`src/rtl/rankPkg.sv`:
```
package rankPkg;

  // Load strobes the control sends to the datapath stages
  typedef struct packed {
    logic cmpLoad;   // capture the comparison matrix
    logic sumLoad;   // capture the per-element counts
  } stageStrobes_t;

  // Width needed to hold a rank in 0 .. count-1
  function automatic int rankWidth(input int count);
    return (count > 1) ? $clog2(count) : 1;
  endfunction

endpackage

```
`src/rtl/rankCtrl.sv`:
```
module rankCtrl
  import rankPkg::*;
(
  input  logic          clk,
  input  logic          rstN,
  input  logic          inValid,
  output stageStrobes_t strobes,
  output logic          outValid
);

  logic cmpValid;
  logic sumValid;

  always_ff @(posedge clk or negedge rstN) begin
    if (!rstN) begin
      cmpValid <= 1'b0;
      sumValid <= 1'b0;
    end else begin
      cmpValid <= inValid;
      sumValid <= cmpValid;
    end
  end

  always_comb begin
    strobes.cmpLoad = inValid;
    strobes.sumLoad = cmpValid;
  end

  assign outValid = sumValid;

  // an accepted window is reported exactly two edges later
  p_valid_lat_r4: assert property (@(posedge clk) disable iff (!rstN)
    inValid |=> ##1 outValid);

  // an idle input cycle produces no result two edges later
  p_no_spurious_r4: assert property (@(posedge clk) disable iff (!rstN)
    !inValid |=> ##1 !outValid);

endmodule

```
`src/rtl/pairCompareStage.sv`:
```
module pairCompareStage #(
  parameter int NUM_EL = 9,
  parameter int PIX_W  = 8
) (
  input  logic                      clk,
  input  logic                      rstN,
  input  logic                      load,
  input  logic [NUM_EL*PIX_W-1:0]   pixels,
  output logic [NUM_EL*NUM_EL-1:0]  gtBits
);

  // gtBits[i*NUM_EL + j] = pixel i strictly above pixel j
  logic [NUM_EL*NUM_EL-1:0] gtNext;

  for (genvar i = 0; i < NUM_EL; i++) begin : g_row
    for (genvar j = 0; j < NUM_EL; j++) begin : g_col
      assign gtNext[i*NUM_EL + j] =
        pixels[i*PIX_W +: PIX_W] > pixels[j*PIX_W +: PIX_W];
    end
  end

  always_ff @(posedge clk or negedge rstN) begin
    if (!rstN) begin
      gtBits <= '0;
    end else if (load) begin
      gtBits <= gtNext;
    end
  end

  logic matrixValid;
  always_ff @(posedge clk or negedge rstN) begin
    if (!rstN) matrixValid <= 1'b0;
    else       matrixValid <= load;
  end

  for (genvar i = 0; i < NUM_EL; i++) begin : g_chk
    // no element counts itself as smaller
    p_self_zero_r1: assert property (@(posedge clk) disable iff (!rstN)
      matrixValid |-> !gtBits[i*NUM_EL + i]);
    for (genvar j = i + 1; j < NUM_EL; j++) begin : g_pair
      // a pair is never both above each other (ties give 0 both ways)
      p_antisym_r3: assert property (@(posedge clk) disable iff (!rstN)
        matrixValid |-> !(gtBits[i*NUM_EL + j] && gtBits[j*NUM_EL + i]));
    end
  end

endmodule

```
`src/rtl/rankSumStage.sv`:
```
module rankSumStage #(
  parameter int NUM_EL = 9,
  parameter int RANK_W = 4
) (
  input  logic                      clk,
  input  logic                      rstN,
  input  logic                      load,
  input  logic [NUM_EL*NUM_EL-1:0]  gtBits,
  output logic [NUM_EL*RANK_W-1:0]  ranks
);

  logic [NUM_EL*RANK_W-1:0] rankNext;

  for (genvar i = 0; i < NUM_EL; i++) begin : g_cnt
    always_comb begin
      logic [RANK_W-1:0] acc;
      acc = '0;
      for (int j = 0; j < NUM_EL; j++) begin
        acc = acc + RANK_W'(gtBits[i*NUM_EL + j]);
      end
      rankNext[i*RANK_W +: RANK_W] = acc;
    end
  end

  always_ff @(posedge clk or negedge rstN) begin
    if (!rstN) begin
      ranks <= '0;
    end else if (load) begin
      ranks <= rankNext;
    end
  end

  // the result register changes only on a load
  p_hold_r6: assert property (@(posedge clk) disable iff (!rstN)
    !load |=> $stable(ranks));

  for (genvar i = 0; i < NUM_EL; i++) begin : g_bound
    // a rank never exceeds N-1
    p_rank_bound_r2: assert property (@(posedge clk) disable iff (!rstN)
      ranks[i*RANK_W +: RANK_W] <= RANK_W'(NUM_EL - 1));
  end

endmodule

```
`src/rtl/rankDatapath.sv`:
```
module rankDatapath
  import rankPkg::*;
#(
  parameter int NUM_EL = 9,
  parameter int PIX_W  = 8,
  parameter int RANK_W = 4
) (
  input  logic                     clk,
  input  logic                     rstN,
  input  stageStrobes_t            strobes,
  input  logic [NUM_EL*PIX_W-1:0]  pixels,
  output logic [NUM_EL*RANK_W-1:0] ranks
);

  logic [NUM_EL*NUM_EL-1:0] gtBits;

  pairCompareStage #(.NUM_EL(NUM_EL), .PIX_W(PIX_W)) u_cmp (
    .clk    (clk),
    .rstN   (rstN),
    .load   (strobes.cmpLoad),
    .pixels (pixels),
    .gtBits (gtBits)
  );

  rankSumStage #(.NUM_EL(NUM_EL), .RANK_W(RANK_W)) u_sum (
    .clk    (clk),
    .rstN   (rstN),
    .load   (strobes.sumLoad),
    .gtBits (gtBits),
    .ranks  (ranks)
  );

endmodule

```
`src/rtl/winRankEngine.sv`:
```
module winRankEngine
  import rankPkg::*;
#(
  parameter int WIN_SIDE = 3,
  parameter int PIX_W    = 8,
  localparam int NUM_EL  = WIN_SIDE * WIN_SIDE,
  localparam int RANK_W  = rankWidth(NUM_EL),
  localparam int CENTRE  = NUM_EL / 2
) (
  input  logic                     clk,
  input  logic                     rstN,
  input  logic                     inValid,
  input  logic [NUM_EL*PIX_W-1:0]  inPixels,
  output logic                     outValid,
  output logic [NUM_EL*RANK_W-1:0] outRanks,
  output logic [RANK_W-1:0]        outCentreRank
);

  stageStrobes_t strobes;

  rankCtrl u_ctrl (
    .clk      (clk),
    .rstN     (rstN),
    .inValid  (inValid),
    .strobes  (strobes),
    .outValid (outValid)
  );

  rankDatapath #(.NUM_EL(NUM_EL), .PIX_W(PIX_W), .RANK_W(RANK_W)) u_dp (
    .clk     (clk),
    .rstN    (rstN),
    .strobes (strobes),
    .pixels  (inPixels),
    .ranks   (outRanks)
  );

  assign outCentreRank = outRanks[CENTRE*RANK_W +: RANK_W];

endmodule

```
`config.mk`:
```
export PLATFORM = sky130hd
export DESIGN_NAME = winRankEngine
export DESIGN_NICKNAME = d
export VERILOG_FILES = /design/src/rtl/rankPkg.sv /design/src/rtl/rankCtrl.sv /design/src/rtl/pairCompareStage.sv /design/src/rtl/rankSumStage.sv /design/src/rtl/rankDatapath.sv /design/src/rtl/winRankEngine.sv
export SDC_FILE = /design/constraint.sdc
export NUM_CORES = 1
export LEC_CHECK = 0
export BUFFER_PORTS_ARGS = -buffer_cell sky130_fd_sc_hd__buf_2
export CORE_MARGIN = 8
export CORE_UTILIZATION = 25
export DETAILED_ROUTE_END_ITERATION = 10
export HOLD_SLACK_MARGIN = 0.1
export RECOVER_POWER = 50
export SLEW_MARGIN = 20
export SYNTH_ARGS = -nofsm -noshare
export SYNTH_HDL_FRONTEND = slang
export SYNTH_SLANG_ARGS = --single-unit
```
`constraint.sdc`:
```
create_clock -name clk -period 3.5 [get_ports clk]
set_input_delay 0.7 -clock clk [delete_from_list [all_inputs] [get_ports clk]]
set_output_delay 0.7 -clock clk [all_outputs]
set_load 0.05 [all_outputs]
```
# Word-level counts from Yosys, hierarchy flattened
# Cells that the tools add are included.
# classes
add_sub_neg	72
order_cmp	81
# ops
op	count
greater-than comparator 8 bit	81
adder 4 x 1 -> 4 bit	45
adder 3 x 1 -> 4 bit	9
adder 2 x 1 -> 3 bit	9
adder 1 x 1 -> 2 bit	9
# totals
out_inout_bits	41
in_bits	75
word_cells	157
regBits	119

# Logic depth before layout (Yosys ltp)
# depth
depth_word	8
mapped_depth	12
mapped_depth_nobuf	12

# Cells and area by module
# Synthesis repeated with hierarchy kept, for this count alone.
# unflattened
hier_cells	1223
hier_area_um2	12110.4
# by_module_without_submodules
mod	n_inst	area_each_um2	seq_area_each_um2	cells_per_inst
pairCompareStage	1	8972.4	1801.7	919
rankSumStage	1	3042.9	900.9	296
rankCtrl	1	65.1	50.0	4
winRankEngine	1	30.0	0.0	4

# Worst setup path after synthesis
# OpenSTA, ideal clock, no wires.
# synth_timing
path_kind	register -> register
from	register u_dp.u_cmp.gtBits[18]
to	register u_dp.u_sum.ranks[10]
synth_period_minus_slack_ps	3061
path_slack_ps	439
setup_ps	125
path_stages_with_launch	11
t_arrival_ps	2937
t_required_ps	3375
path_buffers	0
cell_sequence	dfrtp_1 -> fa_1 -> inv_1 -> fa_1 -> fa_1 -> inv_1 -> ha_1 -> inv_1 -> fa_1 -> xnor2_1 -> mux2_2
# synth_via
elab_chain_cells	8
# synth_rtl
element	line	text
start, declared	pairCompareStage.sv:9	output logic [NUM_EL*NUM_EL-1:0] gtBits
start signal, assigned	pairCompareStage.sv:26	gtBits <= gtNext;
adder 1 x 1 -> 2 bit	rankSumStage.sv:19	acc = acc + RANK_W'(gtBits[i*NUM_EL + j]);
adder 2 x 1 -> 3 bit	rankSumStage.sv:19	
adder 3 x 1 -> 4 bit	rankSumStage.sv:19	
adder 4 x 1 -> 4 bit (5 in series)	rankSumStage.sv:19	
end signal, assigned	rankSumStage.sv:29	ranks <= rankNext;
end, declared	rankSumStage.sv:9	output logic [NUM_EL*RANK_W-1:0] ranks
# Every way passes these cells.
# A chain may end at the register's enable or synchronous reset.

# Worst setup path in the final report
# layout_timing
from	register u_dp.u_cmp.gtBits[72]
to	register u_dp.u_sum.ranks[33]
# layout_via
elab_chain_cells	8
# layout_rtl
element	line	text
adder 1 x 1 -> 2 bit	rankSumStage.sv:19	
adder 2 x 1 -> 3 bit	rankSumStage.sv:19	
adder 3 x 1 -> 4 bit	rankSumStage.sv:19	
adder 4 x 1 -> 4 bit (5 in series)	rankSumStage.sv:19	
named net u_dp.u_sum.g_cnt[8].$2.acc[1]	rankSumStage.sv:16	logic [RANK_W-1:0] acc;
# The timed path passes the listed nets, and every way through them passes these cells.

==> flow_summary.ini <==
[run_status]
status = finished with violations
violations = max-capacitance violations, max-slew violations

[setup_path]
cp_max_fo = 2
path_cells = inv_1, fa_1, inv_1, ha_1, inv_1, fa_1, inv_1, fa_1, fa_1, mux2_2
cp-end-kind = flop
crit_required_ns = 3.76
slowest_stage = fa_1
criticalPathCategory = flop to flop
start_kind = flop
critical_path.max_stage_delay_ns = 0.56
crit_arrival_ns = 3.52
path_buf_inv = 4
path_delay_family = adder cells

[layout]
final_common_cell = ha_1
seq_area_mm2 = 0.002754
instances_no_fill = 1990
area.growth.synth_to_final_pct = 13.52
fin_util_pct = 28.59
final_cell_mix = ha_1, inv_1, dfrtp_1
num-fill-cells = 4990
nets = 1786
drive_above_1_share_pct = 9.971
multiInputGateArea_mm2 = 0.008364
stdcell_area_mm2 = 0.01357

[yosys]
syn_inst = 1251
yosys_warnings = 0
ys_top_cells_by_area = ha_1, dfrtp_1, fa_1
ys_seq_area_share_pct = 23.03
ys_seq_elements = 110
netlist.area_leader.share_pct = 33.09
synth_cell_types = 33
syn-num-nets = 1678
yosysTopAreaCell = ha_1
syn_area_mm2 = 0.01195
synth.avg_cell_area_um2 = 9.553

[sta]
clock_skew_ns = 0.006697
fmaxAchievable_mhz = 306.9
worst_hold_slack_ns = 0.5051
slew_headroom_pct = -69.02
timing.final.crit_period_ns = 3.258
finalHoldViolations = 0
tightest_slew_ns = 2.535
fin_ws_ns = 0.2419
finalMaxSlewViolations = 38
setup_viol_count_final = 0
fin_crit_sh_pct = 93.09
fin_tns_setup_ns = 0
rsz0062_at_grt = false

[clock_network]
cts_resized = 0
cts_buffers = 9
root_buffer = clkbuf_16
cts.sinks = 110
path_clk_slew_ns = 0.08
postCtsHoldBufs = 0
cts.path.max_buffers = 2
clock_latency_ns = 0.37
post-cts-setup-buffers = 0
cts_max_level = 3
cts_tree = yes

[global_routing]
antenna_found_initial = 20
grt_pass1_vias = 9937
gr-total-overflow = 0
grt_start_max_net_pins = 74
grt.total_usage_pct = 14.86
grt_first_pass_wirelength_um = 62940

[place]
post_dp_cell_area_mm2 = 0.01324
place_ws_ns = 0.2672
hpwl_um = 34840
gp_congestion = 0.9328
dp_cells = 1963
port-buffer-count = 115

[drt]
drt-total-wl_um = 41630
ant_nets = 0
drt_iter0_drc = 606
post-route-drc-count = 0
firstDrtPassIters = 5
viasPerCell = 4.978
wl_per_cell_um = 20.92
vias = 9907

[power]
ir_drop_mv = 0.2138
totalPowerFinal_mw = 6.250
leakage_nw = 6.559
power.density_mw_per_mm2 = 460.8

[worst_hold_path]
hold_class = flop to flop

[die]
die_area_mm2 = 0.05505
die_h_um = 234.6
initial_core_util_pct = 25.19
rows = 80
io_pins = 116
coreArea_mm2 = 0.04745
die_w_um = 234.6

[flow_run]
maxCapViolations = 1
[where the power goes]
group	internal [mW]	total [mW]	leakage, nW	switching, mW
Combinational	1.16	3.35	5.09	2.19
Clock	0.634	1.15	0.158	0.516
Sequential	1.57	1.75	1.31	0.183
Total	3.36	6.25	6.56	2.89
[state kept, by name, indices dropped and copies added, names as in the netlist]
register	flops
u_ctrl.cmpValid	1
u_ctrl.outValid	1
u_dp.u_sum.ranks	36
u_dp.u_cmp.gtBits	72
[layer usage]
metal	GRT usage, %	part of all wire [%]
met5	0	0.28
met4	5.460	3.4
met2	24.87	46
met3	2.973	5.7
met1	18.76	44
[cells by family (layout without fill, tap and decap cells)]
group,Yosys count,after routing,share of synthesized area [%]
flip-flops,110,110,23.03
AO/OA/AOI/OAI,311,311,17.35
multiplexers,24,24,2.188
adder cells (fa/ha/maj),352,352,39.12
other,0,11,0
AND/OR/NAND/NOR,233,233,10.68
buffers and inverters,212,325,6.973
XOR/XNOR,9,9,0.6597
[cell type report]
| type | count | share of cell area (%) |
|---|---|---|
| Clock inverter | 6 | 0.6733 |
| Timing Repair Buffer | 121 | 4.602 |
| Clock buffer | 10 | 1.688 |
| Inverter | 188 | 5.202 |
| Multi-Input combinational cell | 929 | 61.66 |
| Sequential cell | 110 | 20.30 |
| Antenna cell | 11 | 0.2029 |
| Tap cell | 615 | 5.672 |
[synth_stat cells]
cell         n
a21o_1       9
buf_2       12
nand4_1     57
a21boi_0    27
inv_2        1
mux2_2      17
o22ai_1     17
and4_1       6
fa_1        36
inv_1      187
o21a_1       3
o32ai_1     27
nand3_1     42
o31a_1      27
nor3_1      15
xnor2_1      9
clkbuf_1     6
o211ai_1    33
o21ai_0     30
a21oi_1    101
ha_1       316
nand2_1     12
o2bb2ai_1    1
dfrtp_1    110
nor2_1      38
mux2i_1      7
nor2b_1     36
a22o_1       6
o21bai_1     3
a211o_1      9
buf_4        6
nand2b_1    27
a211oi_1    18
[worst paths after layout]
check                                           start               endpoint  slack [ns]  depth (start not counted)
worst max-delay path            u_dp.u_cmp.gtBits[72]   u_dp.u_sum.ranks[33]        0.24                         10
worst min-delay path             u_dp.u_sum.ranks[12]   u_dp.u_sum.ranks[12]        0.51                          1
worst max register to register  u_dp.u_cmp.gtBits[72]   u_dp.u_sum.ranks[33]        0.24                         10
worst min register to register   u_dp.u_sum.ranks[12]   u_dp.u_sum.ranks[12]        0.51                          1
max in group asynchronous                        rstN  u_dp.u_cmp.gtBits[41]        0.93                          1
min in group asynchronous                        rstN  u_dp.u_cmp.gtBits[17]        1.11                          1
Note: power is estimated with default switching activity, not from simulation.
